--- src/rtl/ooo_core_pkg.sv ---
package ooo_core_pkg;
  typedef enum logic {OP_ADD = 1'b0, OP_MUL = 1'b1} op_e;
endpackage

--- src/rtl/rename_map.sv ---
module rename_map #(
  parameter int NREG  = 8,
  parameter int TAG_W = 3,
  localparam int REG_W = $clog2(NREG)
) (
  input  logic                        clk_i,
  input  logic                        rst_ni,
  input  logic                        clr_en_i,
  input  logic [REG_W-1:0]            clr_reg_i,
  input  logic [TAG_W-1:0]            clr_tag_i,
  input  logic [1:0]                  wr_en_i,
  input  logic [1:0][REG_W-1:0]       wr_reg_i,
  input  logic [1:0][TAG_W-1:0]       wr_tag_i,
  output logic [NREG-1:0]             busy_o,
  output logic [NREG-1:0][TAG_W-1:0]  tag_o
);
  for (genvar g = 0; g < NREG; g++) begin : g_reg
    always_ff @(posedge clk_i or negedge rst_ni) begin
      if (!rst_ni) begin
        busy_o[g] <= 1'b0;
        tag_o[g]  <= '0;
      end else begin
        // clear only if the retiring buffer is still the newest mapping
        if (clr_en_i && clr_reg_i == REG_W'(g) && busy_o[g] && tag_o[g] == clr_tag_i)
          busy_o[g] <= 1'b0;
        // younger slot last so it wins a same-register pair
        for (int s = 0; s < 2; s++) begin
          if (wr_en_i[s] && wr_reg_i[s] == REG_W'(g)) begin
            busy_o[g] <= 1'b1;
            tag_o[g]  <= wr_tag_i[s];
          end
        end
      end
    end
  end
endmodule

--- src/rtl/age_picker.sv ---
module age_picker #(
  parameter int N = 8,
  localparam int IDX_W = $clog2(N)
) (
  input  logic [N-1:0]     req_i,
  input  logic [IDX_W-1:0] head_i,
  output logic [N-1:0]     gnt_o,
  output logic [IDX_W-1:0] idx_o,
  output logic             any_o
);
  logic [IDX_W-1:0] pos;
  always_comb begin
    gnt_o = '0;
    idx_o = '0;
    any_o = 1'b0;
    pos   = '0;
    for (int k = 0; k < N; k++) begin
      pos = head_i + k[IDX_W-1:0];
      if (!any_o && req_i[pos]) begin
        any_o      = 1'b1;
        idx_o      = pos;
        gnt_o[pos] = 1'b1;
      end
    end
  end
endmodule

--- src/rtl/exec_units.sv ---
module exec_units #(
  parameter int DATA_W = 16,
  parameter int TAG_W  = 3
) (
  input  logic              clk_i,
  input  logic              rst_ni,
  input  logic              add_go_i,
  input  logic [TAG_W-1:0]  add_tag_i,
  input  logic [DATA_W-1:0] add_a_i,
  input  logic [DATA_W-1:0] add_b_i,
  input  logic              mul_go_i,
  input  logic [TAG_W-1:0]  mul_tag_i,
  input  logic [DATA_W-1:0] mul_a_i,
  input  logic [DATA_W-1:0] mul_b_i,
  output logic              add_v_o,
  output logic [TAG_W-1:0]  add_tag_o,
  output logic [DATA_W-1:0] add_res_o,
  output logic              mul_v_o,
  output logic [TAG_W-1:0]  mul_tag_o,
  output logic [DATA_W-1:0] mul_res_o
);
  logic              m1_v;
  logic [TAG_W-1:0]  m1_tag;
  logic [DATA_W-1:0] m1_a, m1_b;

  always_ff @(posedge clk_i or negedge rst_ni) begin
    if (!rst_ni) begin
      add_v_o   <= 1'b0;
      add_tag_o <= '0;
      add_res_o <= '0;
      m1_v      <= 1'b0;
      m1_tag    <= '0;
      m1_a      <= '0;
      m1_b      <= '0;
      mul_v_o   <= 1'b0;
      mul_tag_o <= '0;
      mul_res_o <= '0;
    end else begin
      add_v_o   <= add_go_i;
      add_tag_o <= add_tag_i;
      add_res_o <= add_a_i + add_b_i;
      m1_v      <= mul_go_i;
      m1_tag    <= mul_tag_i;
      m1_a      <= mul_a_i;
      m1_b      <= mul_b_i;
      mul_v_o   <= m1_v;
      mul_tag_o <= m1_tag;
      mul_res_o <= m1_a * m1_b;
    end
  end
endmodule

--- src/rtl/arch_regfile.sv ---
module arch_regfile #(
  parameter int NREG   = 8,
  parameter int DATA_W = 16,
  localparam int REG_W = $clog2(NREG)
) (
  input  logic                        clk_i,
  input  logic                        rst_ni,
  input  logic                        we_i,
  input  logic [REG_W-1:0]            waddr_i,
  input  logic [DATA_W-1:0]           wdata_i,
  output logic [NREG-1:0][DATA_W-1:0] regs_o
);
  always_ff @(posedge clk_i or negedge rst_ni) begin
    if (!rst_ni) begin
      for (int i = 0; i < NREG; i++) regs_o[i] <= DATA_W'(i);
    end else if (we_i) begin
      regs_o[waddr_i] <= wdata_i;
    end
  end
endmodule

--- src/rtl/ooo_core.sv ---
module ooo_core #(
  parameter int NREG   = 8,
  parameter int NBUF   = 8,
  parameter int DATA_W = 16,
  localparam int REG_W = $clog2(NREG)
) (
  input  logic                 clk_i,
  input  logic                 rst_ni,
  input  logic [1:0]           in_valid_i,
  input  logic [1:0]           in_op_i,
  input  logic [2*REG_W-1:0]   in_rd_i,
  input  logic [2*REG_W-1:0]   in_rs1_i,
  input  logic [2*REG_W-1:0]   in_rs2_i,
  output logic [1:0]           in_ack_o,
  output logic                 ret_valid_o,
  output logic [REG_W-1:0]     ret_rd_o,
  output logic [DATA_W-1:0]    ret_data_o,
  output logic                 ret_wr_o,
  input  logic [REG_W-1:0]     rf_addr_i,
  output logic [DATA_W-1:0]    rf_data_o
);
  import ooo_core_pkg::*;

  localparam int TAG_W = $clog2(NBUF);
  localparam int CNT_W = $clog2(NBUF + 1);

  logic [TAG_W-1:0] head_q, tail_q;
  logic [CNT_W-1:0] cnt_q;

  logic [NBUF-1:0]   v_q, iss_q, done_q, op_q;
  logic [REG_W-1:0]  rd_q   [NBUF];
  logic [1:0]        srdy_q [NBUF];
  logic [TAG_W-1:0]  stag_q [NBUF][2];
  logic [DATA_W-1:0] sval_q [NBUF][2];
  logic [DATA_W-1:0] res_q  [NBUF];

  logic [NREG-1:0]             map_busy;
  logic [NREG-1:0][TAG_W-1:0]  map_tag;
  logic [NREG-1:0][DATA_W-1:0] rf_regs;

  logic              add_v, mul_v;
  logic [TAG_W-1:0]  add_tag, mul_tag;
  logic [DATA_W-1:0] add_res, mul_res;

  // slot decode
  logic [1:0][REG_W-1:0] s_rd;
  logic [REG_W-1:0]      s_rs [2][2];
  logic [1:0][TAG_W-1:0] s_tag;
  always_comb begin
    for (int s = 0; s < 2; s++) begin
      s_rd[s]    = in_rd_i[s*REG_W +: REG_W];
      s_rs[s][0] = in_rs1_i[s*REG_W +: REG_W];
      s_rs[s][1] = in_rs2_i[s*REG_W +: REG_W];
    end
    s_tag[0] = tail_q;
    s_tag[1] = tail_q + TAG_W'(1);
  end

  assign in_ack_o[0] = in_valid_i[0] && (cnt_q < CNT_W'(NBUF));
  assign in_ack_o[1] = in_valid_i[1] && in_ack_o[0] && (cnt_q < CNT_W'(NBUF - 1));

  // operand lookup for both slots
  logic [1:0]        lk_rdy [2];
  logic [TAG_W-1:0]  lk_tag [2][2];
  logic [DATA_W-1:0] lk_val [2][2];
  always_comb begin
    logic [REG_W-1:0] r;
    logic [TAG_W-1:0] t;
    for (int s = 0; s < 2; s++) begin
      for (int j = 0; j < 2; j++) begin
        r = s_rs[s][j];
        t = map_tag[r];
        lk_rdy[s][j] = 1'b1;
        lk_tag[s][j] = t;
        lk_val[s][j] = rf_regs[r];
        if (s == 1 && in_ack_o[0] && r == s_rd[0]) begin
          lk_rdy[s][j] = 1'b0;
          lk_tag[s][j] = s_tag[0];
        end else if (map_busy[r]) begin
          if (done_q[t])                 lk_val[s][j] = res_q[t];
          else if (add_v && add_tag == t) lk_val[s][j] = add_res;
          else if (mul_v && mul_tag == t) lk_val[s][j] = mul_res;
          else                            lk_rdy[s][j] = 1'b0;
        end
      end
    end
  end

  // select
  logic [NBUF-1:0]  rdy_vec, add_gnt, mul_gnt;
  logic [TAG_W-1:0] add_idx, mul_idx;
  logic             add_go, mul_go;
  always_comb begin
    for (int i = 0; i < NBUF; i++) rdy_vec[i] = v_q[i] & ~iss_q[i] & (&srdy_q[i]);
  end

  age_picker #(.N(NBUF)) i_add_pick (
    .req_i(rdy_vec & ~op_q), .head_i(head_q), .gnt_o(add_gnt), .idx_o(add_idx), .any_o(add_go));
  age_picker #(.N(NBUF)) i_mul_pick (
    .req_i(rdy_vec & op_q), .head_i(head_q), .gnt_o(mul_gnt), .idx_o(mul_idx), .any_o(mul_go));

  exec_units #(.DATA_W(DATA_W), .TAG_W(TAG_W)) i_exec (
    .clk_i, .rst_ni,
    .add_go_i(add_go), .add_tag_i(add_idx), .add_a_i(sval_q[add_idx][0]), .add_b_i(sval_q[add_idx][1]),
    .mul_go_i(mul_go), .mul_tag_i(mul_idx), .mul_a_i(sval_q[mul_idx][0]), .mul_b_i(sval_q[mul_idx][1]),
    .add_v_o(add_v), .add_tag_o(add_tag), .add_res_o(add_res),
    .mul_v_o(mul_v), .mul_tag_o(mul_tag), .mul_res_o(mul_res));

  // retire
  assign ret_valid_o = v_q[head_q] & done_q[head_q];
  assign ret_rd_o    = rd_q[head_q];
  assign ret_data_o  = res_q[head_q];
  assign ret_wr_o    = ret_valid_o && map_busy[ret_rd_o] && map_tag[ret_rd_o] == head_q;

  rename_map #(.NREG(NREG), .TAG_W(TAG_W)) i_map (
    .clk_i, .rst_ni,
    .clr_en_i(ret_valid_o), .clr_reg_i(ret_rd_o), .clr_tag_i(head_q),
    .wr_en_i(in_ack_o), .wr_reg_i(s_rd), .wr_tag_i(s_tag),
    .busy_o(map_busy), .tag_o(map_tag));

  arch_regfile #(.NREG(NREG), .DATA_W(DATA_W)) i_rf (
    .clk_i, .rst_ni, .we_i(ret_wr_o), .waddr_i(ret_rd_o), .wdata_i(ret_data_o), .regs_o(rf_regs));

  assign rf_data_o = rf_regs[rf_addr_i];

  // window / rename buffers
  always_ff @(posedge clk_i or negedge rst_ni) begin
    if (!rst_ni) begin
      v_q <= '0; iss_q <= '0; done_q <= '0; op_q <= '0;
      for (int i = 0; i < NBUF; i++) begin
        rd_q[i]   <= '0;
        srdy_q[i] <= '0;
        res_q[i]  <= '0;
        for (int j = 0; j < 2; j++) begin
          stag_q[i][j] <= '0;
          sval_q[i][j] <= '0;
        end
      end
    end else begin
      for (int i = 0; i < NBUF; i++) begin
        if (ret_valid_o && head_q == TAG_W'(i)) v_q[i] <= 1'b0;
        for (int j = 0; j < 2; j++) begin
          if (v_q[i] && !srdy_q[i][j]) begin
            if (add_v && add_tag == stag_q[i][j]) begin
              srdy_q[i][j] <= 1'b1;
              sval_q[i][j] <= add_res;
            end else if (mul_v && mul_tag == stag_q[i][j]) begin
              srdy_q[i][j] <= 1'b1;
              sval_q[i][j] <= mul_res;
            end
          end
        end
        if (add_gnt[i] || mul_gnt[i]) iss_q[i] <= 1'b1;
        if (add_v && add_tag == TAG_W'(i)) begin
          done_q[i] <= 1'b1;
          res_q[i]  <= add_res;
        end
        if (mul_v && mul_tag == TAG_W'(i)) begin
          done_q[i] <= 1'b1;
          res_q[i]  <= mul_res;
        end
        for (int s = 0; s < 2; s++) begin
          if (in_ack_o[s] && s_tag[s] == TAG_W'(i)) begin
            v_q[i]    <= 1'b1;
            iss_q[i]  <= 1'b0;
            done_q[i] <= 1'b0;
            op_q[i]   <= in_op_i[s];
            rd_q[i]   <= s_rd[s];
            srdy_q[i] <= lk_rdy[s];
            for (int j = 0; j < 2; j++) begin
              stag_q[i][j] <= lk_tag[s][j];
              sval_q[i][j] <= lk_val[s][j];
            end
          end
        end
      end
    end
  end

  logic [CNT_W-1:0] n_acc;
  assign n_acc = CNT_W'(in_ack_o[0]) + CNT_W'(in_ack_o[1]);

  always_ff @(posedge clk_i or negedge rst_ni) begin
    if (!rst_ni) begin
      head_q <= '0;
      tail_q <= '0;
      cnt_q  <= '0;
    end else begin
      head_q <= head_q + TAG_W'(ret_valid_o);
      tail_q <= tail_q + TAG_W'(n_acc);
      cnt_q  <= cnt_q + n_acc - CNT_W'(ret_valid_o);
    end
  end
endmodule

--- config.mk ---
export PLATFORM = sky130hd
export DESIGN_NAME = ooo_core
export DESIGN_NICKNAME = d
export VERILOG_FILES = /design/src/rtl/ooo_core_pkg.sv /design/src/rtl/rename_map.sv /design/src/rtl/age_picker.sv /design/src/rtl/exec_units.sv /design/src/rtl/arch_regfile.sv /design/src/rtl/ooo_core.sv
export SDC_FILE = /design/constraint.sdc
export NUM_CORES = 2
export LEC_CHECK = 0
export BUFFER_PORTS_ARGS = -buffer_cell sky130_fd_sc_hd__buf_2
export CORE_MARGIN = 5
export CORE_UTILIZATION = 59
export DETAILED_ROUTE_END_ITERATION = 10
export MAX_ROUTING_LAYER = met4
export PLACE_DENSITY_LB_ADDON = 0.2
export SYNTH_ARGS = -nofsm -noshare
export SYNTH_HDL_FRONTEND = slang
export SYNTH_SLANG_ARGS = --single-unit
--- constraint.sdc ---
create_clock -name clk_i -period 6.6 [get_ports clk_i]
set_input_delay 0.66 -clock clk_i [delete_from_list [all_inputs] [get_ports clk_i]]
set_output_delay 0.66 -clock clk_i [all_outputs]
set_load 0.005 [all_outputs]
## After elaboration in Yosys (flattened, before gate mapping)

Cells that the tools add are included.

| cells by class | value |
|---|---|
| add/sub/neg operators | 14 |
| multiply operators | 1 |
| order comparisons | 36 |
| equality and inequality tests | 107 |
| mux-type cells | 515 |
| bitwise operators | 49 |
| reductions and logical operators | 324 |

Operators with widths:

| cell | number |
|---|---|
| 16-bit two-way mux | 98 |
| 32-bit two-way mux | 20 |
| 16-bit binary-select mux with 3-bit select | 10 |
| 1-bit two-way mux | 237 |
| 32-bit binary-select mux with 3-bit select | 2 |
| 3-bit two-way mux | 57 |
| 1-bit logical AND | 166 |
| 3-bit equality test | 51 |
| 128-bit bitwise mux | 1 |
| 8-bit two-way mux | 16 |
| 3-bit nonzero test | 40 |
| 8-bit OR | 14 |
| 3-bit equality test, second input constant | 32 |
| 6-bit two-way mux | 16 |
| 4-bit nonzero test | 24 |
| 1-bit binary-select mux with 3-bit select | 27 |
| 3-bit by 4-bit < comparator with 1-bit output, second input constant | 18 |
| 3-bit binary-select mux with 3-bit select | 6 |
| 16-bit demux with 3-bit select | 1 |
| 3-bit by 2-bit equality test with 1-bit output, second input constant | 16 |
| 2-bit AND reduction | 24 |
| 2-bit nonzero test | 24 |
| 2-bit two-way mux | 16 |
| 1-bit logical NOT | 30 |
| other kinds (23) | 100 |

| word-level totals | value |
|---|---|
| bits in registers | 750 |
| input port bits | 27 |
| output and inout bits | 39 |

## Longest topological paths before layout

| logic depth | value |
|---|---|
| word-level depth | 33 |
| depth in mapped cells | 32 |
| mapped depth without buffers | 26 |

## By module

From an unflattened synthesis, not the netlist that was laid out.

| unflattened totals | value |
|---|---|
| cells, all modules | 7059 |
| area, all modules | 65215.0 um^2 |

Modules (own cells, without submodules):

| module | times used | cells each | area each (um^2) |
|---|---|---|---|
| ooo_core | 1 | 5678 | 49407.4 |
| exec_units | 1 | 629 | 6501.2 |
| arch_regfile | 1 | 279 | 4929.7 |
| rename_map | 1 | 178 | 1880.6 |
| age_picker at i_mul_pick | 1 | 163 | 1286.2 |
| age_picker at i_add_pick | 1 | 132 | 1209.9 |

## Worst setup path after synthesis

No wires, ideal clock.

| path | value |
|---|---|
| path kind | register to register |
| from | reg head_q[2] |
| to | reg i_exec.add_res_o[14] |
| arrival | 7.173 ns |
| data required time | 6.529 ns |
| setup slack | -0.643 ns |
| cell stages (with the launch flop) | 32 |
| path buffers | 8 |
| cell sequence | dfrtp_1 -> buf_2 -> inv_1 -> buf_2 -> clkbuf_1 -> clkbuf_1 -> ha_1 -> clkbuf_1 -> mux2_2 -> mux4_2 -> nor2b_1 -> nand4b_1 -> o2111ai_1 -> buf_2 -> buf_4 -> buf_4 -> mux2i_1 -> mux2i_1 -> mux2_2 -> ha_1 -> fa_1 -> a21o_1 -> a21oi_1 -> o21bai_1 -> a21oi_1 -> o21bai_1 -> a21oi_1 -> o21bai_1 -> a21oi_1 -> o21ai_0 -> or4_1 -> nand4_1 |

| between the ends | value |
|---|---|
| word-level cells in the longest chain between the ends | 29 |
| elaborated cells between the ends (all ways) | 57 |

RTL lines:

| item | RTL line | source |
|---|---|---|
| start, declared | ooo_core.sv:27 | `logic [TAG_W-1:0] head_q, tail_q;` |
| start signal, assigned | ooo_core.sv:189 | `head_q <= head_q + TAG_W'(ret_valid_o);` |
| branches (longest 23 deep; another with 3-bit by 1-bit adder with 3-bit output) | - |  |
| 3-bit two-way mux * | age_picker.sv:19 | `if (!any_o && req_i[pos]) begin` |
| 3-bit inverter with 4-bit output (implied by the code) * | ooo_core.sv:104 | `.add_go_i(add_go), .add_tag_i(add_idx), .add_a_i(sval_q[add_idx][0]), .add_b_i(sval_q[add_idx][1]),` |
| 32-bit binary-select mux with 3-bit select * | ooo_core.sv:104 |  |
| 32-bit two-way mux (implied by the code) * (2 in a row) | ooo_core.sv:104 |  |
| 16-bit adder * | exec_units.sv:41 | `add_res_o <= add_a_i + add_b_i;` |
| end signal, assigned | exec_units.sv:41 |  |
| end, declared | exec_units.sv:17 | `output logic [DATA_W-1:0] add_res_o,` |

Every way passes the cells marked *. The select of a mux whose other input is x is not followed.
A chain may end at the register's enable or synchronous reset.

## Final worst setup path

| path | value |
|---|---|
| from | reg v_q[1] |
| to | reg i_exec.add_res_o[14] |

| between the ends | value |
|---|---|
| word-level cells in the longest chain between the ends | 32 |
| elaborated cells between the ends (all ways) | 53 |

RTL lines:

| item | RTL line | source |
|---|---|---|
| start, declared | ooo_core.sv:30 | `logic [NBUF-1:0] v_q, iss_q, done_q, op_q;` |
| start signal, assigned | ooo_core.sv:129 | `v_q <= '0; iss_q <= '0; done_q <= '0; op_q <= '0;` |
| start signal, assigned by index | ooo_core.sv:141 | `if (ret_valid_o && head_q == TAG_W'(i)) v_q[i] <= 1'b0;` |
| start signal, assigned by index | ooo_core.sv:164 | `v_q[i] <= 1'b1;` |
| 1-bit bitwise AND * (2 in a row) | ooo_core.sv:94 | `for (int i = 0; i < NBUF; i++) rdy_vec[i] = v_q[i] & ~iss_q[i] & (&srdy_q[i]);` |
| 8-bit bitwise AND * | ooo_core.sv:98 | `.req_i(rdy_vec & ~op_q), .head_i(head_q), .gnt_o(add_gnt), .idx_o(add_idx), .any_o(add_go));` |
| 1-bit binary-select mux with 3-bit select | age_picker.sv:19 |  |
| 1-bit two-way mux (implied by the code) | age_picker.sv:19 |  |
| 1-bit two-way mux | age_picker.sv:19 |  |
| 1-bit logical NOT | age_picker.sv:19 |  |
| 1-bit logical AND | age_picker.sv:19 |  |
| 1-bit two-way mux | age_picker.sv:19 |  |
| (+14 left out) | - |  |
| 1-bit two-way mux | age_picker.sv:19 |  |
| 1-bit logical NOT | age_picker.sv:19 |  |
| 1-bit logical AND | age_picker.sv:19 |  |
| 3-bit two-way mux * | age_picker.sv:19 |  |
| 3-bit inverter with 4-bit output (implied by the code) * | ooo_core.sv:104 |  |
| 32-bit binary-select mux with 3-bit select * | ooo_core.sv:104 |  |
| 32-bit two-way mux (implied by the code) * (2 in a row) | ooo_core.sv:104 |  |
| 16-bit adder * | exec_units.sv:41 |  |

Mark *: on every way between the ends. The rest lies on a longest branch, timed or not. The select of a mux whose other input is x is not followed.

==> reports/metrics.yaml <==
wl_met1_um: 90300
die_w_um: 339
hold_violations: 0
p_int_mw: 19.9
via_per_inst: 7.39
fin_util_pct: 63.9
synthCells: 6981
path_cells: "nand4b_1, nor2_1, a21oi_1, mux4_2, and3_1, nand4b_1, o21ai_0, o31ai_4, buf_12, buf_4, mux2_2, fa_1, a21o_1, a21oi_2, o21bai_1, a21oi_2, o21bai_1, a21oi_2, o21bai_1, a21oi_2, o21ai_1, or4_1, nand4_1"
nFillCells: 8841
yosys_register_bits: 750
clk_pin_slew_worst_paths_ns: 0.07
drt_iter0_markers: 9325
vias: 60439
fp.dieH_um: 339
hpwl_um: 170000
yosys_warnings: 0
worst_slew_pin_slew_ns: 1.33
overflow: 0
min_period_over_period_pct: 94.8
holdWs_ns: 0.306
start_util_pct: 59.4
cp.required_ns: 7.24
synthesis.nets: 7184
comb_power_share_pct: 66.8
drc_errors: 0
async_flop_share_pct: 100
core_area_um2: 107000
final_antenna_net_count: 0
ctsRootBufferMaster: "clkbuf_16"
p_sw_mw: 23.7
cts_buffer_depth: 3
stdcell_area_um2: 68500
routabilityCongestion: 1.03
cp_slowest_cell: "mux4_2"
crit_type: "reg -> reg"
cp-end-kind: "flop"
setup_viol: 0
met2_length_um: 108000
swShare_pct: 54.3
max_freq_mhz: 160
die-area_um2: 115000
synth_edf_count: 0
hold_path.class: "in -> reg"
wl_um: 263000
seqPwrFrac_pct: 20.7
grt_antenna_before_repair: 6
startpoint_type: "flop"
slew_violations: 0
grt_pass1_vias: 57695
fin_nets: 6896
most-common-layout-cells: "nand2_1, mux2i_1, dfrtp_1"
grt_start_max_net_pins: 157
synthToLayoutAreaGrowth_pct: 7.58
drt_pre_antenna_iters: 8
rsz0062_at_grt: "false"
final_common_cell: "nand2_1"
synth.avg_cell_area_um2: 9.12
grt_pass1_wl_um: 387000
cts_tree: "built"
cts.sinks: 750
port_buffers: 65
worst_ep_arrival_time_ns: 6.89
synth_flop_cell: "dfrtp_1"
synth_seq_area_share_pct: 29.5
dpl-instance-area_um2: 65200
vdd_drop_max_mv: 0.515
dr_wl_met3_um: 39200
ioPinCount: 66
fin_crit_ns: 6.26
crit_top_cell: "a21oi_2"
max_slew_margin_pct: 11.4
wire_per_inst_um: 32.2
crit_fanout: 15
cts_max_level: 3
row_count: 120
max-cap-violations: 0
drive_gt1_share_pct: 16.5
cts_made_buffers: 90
yosysUniqueCellTypes: 86
clk_latency_ns: 0.73
synth_area_um2: 63700
power_leakage_nw: 30.9
max_stage_delay_ns: 0.61
status: "finished clean"
finalSetupTns_ns: 0
power_density_nw_per_um2: 637
finClkSkew_ns: 0.0410
p_clk_share_pct: 12.5
track_usage_pct: 45.9
routed.top_layer: "met4"
[final timing paths]
path / startpoint / endpoint / slack [ns] / depth (start not counted)
worst min-delay path: in_op_i[0] / op_q[5]$_DFFE_PN0N_ / 0.31 / 3
min in group asynchronous: rst_ni / i_rf.regs_o[85]$_DFFE_PN0P_ / 0.49 / 2
max in group asynchronous: rst_ni / stag_q[35]$_DFFE_PN0N_ / 4.41 / 4
worst max register to register: v_q[1]$_DFFE_PN0P_ / i_exec.add_res_o[14]$_DFF_PN0_ / 0.34 / 23
worst min register to register: i_exec.m1_tag[0]$_DFF_PN0_ / i_exec.mul_tag_o[0]$_DFF_PN0_ / 0.36 / 0
worst max-delay path: v_q[1]$_DFFE_PN0P_ / i_exec.add_res_o[14]$_DFF_PN0_ / 0.34 / 23
[stage by stage]
stage / instances / setup WS, ns / power [mW]
finish: 8175 / 0.344 / 43.6
global route: 8174 / 0.0177 / 44.9
CTS: 8168 / 0.115 / 41.8
detailed placement: 8001 / 0.139 / 36.3
global placement: 8001 / 0.198 / 35.7
floorplan: 6981 / 0.0243 / 26.5
[cell usage after synthesis, types with 100 or more instances]
cell	count	share of area, %
nand2_1	988	5.8
mux2i_1	813	13
dfrtp_1	738	29
nor2_1	526	3.1
clkbuf_1	476	2.8
a21oi_1	395	3.1
o21ai_0	291	2.3
mux4_2	275	9.7
mux2_2	234	4.1
inv_1	212	1.2
xnor2_1	162	2.2
a31oi_1	160	1.6
a211oi_1	148	1.7
and2_1	145	1.4
o221ai_1	113	1.6
nand3_1	100	0.79
[logic make-up after synthesis]
kind of cell	after synthesis	share of synthesized area, %
multiplexers	1332	26.9
buffers and inverters	895	5.75
AND/OR/NAND/NOR	1984	13.5
XOR/XNOR	220	3.03
adder cells (fa/ha/maj)	176	4.44
AO/OA/AOI/OAI	1624	16.9
flip-flops	750	29.5
[worst max-delay path: cells and delay by family, from the launching register on]
family | cells | cell delay (ns)
AO/OA/AOI/OAI | 12 | 2.04
adder cells (fa/ha/maj) | 1 | 0.44
buffers and inverters | 2 | 0.46
flip-flops | 1 | 0.46
multiplexers | 2 | 1.03
AND/OR/NAND/NOR | 6 | 1.76
[flip-flops by register name (all words and copies together), names as in the netlist, 16 cells and up]
name / count
i_exec.m1_b: 16
i_exec.add_res_o: 16
rd_q: 24
i_map.tag_o: 24
i_exec.mul_res_o: 16
srdy_q: 16
sval_q: 256
i_rf.regs_o: 128
res_q: 128
i_exec.m1_a: 16
stag_q: 48
[metal layers]
| metal | GRT usage (%) | vias up |
|---|---|---|
| met5 | - | - |
| met4 | 34.5 | 0 |
| met2 | 63.0 | 5004 |
| li1 | - | 24846 |
| met1 | 55.4 | 29103 |
| met3 | 16.3 | 1486 |
[timing repair]
item | 4_1_cts | 5_1_grt
setup endpoints to repair | 0 | 4
buffers inserted | 0 | 1
hold endpoints to repair | 61 | 0
hold buffers | 1 | 0
resized for setup | 0 | 10
[cell type report]
type,count,area (µm²),share of cell area (%)
clock inverters,35,517,0.754
repair buffers,300,2300,3.35
diodes,5,12.5,0.0183
inverters,215,807,1.18
well taps,1403,1760,2.56
flip-flops and latches,750,18800,27.4
clock buffers,131,2680,3.91
multi-input cells,5336,41700,60.8
[power groups by stage]
stage          combinational (mW)  sequential, mW  clock [mW]
6_report                     29.1            9.03        5.44
5_1_grt                      30.1            9.17        5.64
4_1_cts                      27.5            8.83        5.43
3_5_place_dp                 27.4            8.88           0
3_3_place_gp                 26.9            8.80           0
2_1_floorplan                18.7            7.81           0
Power figures use the tool's default switching activity.
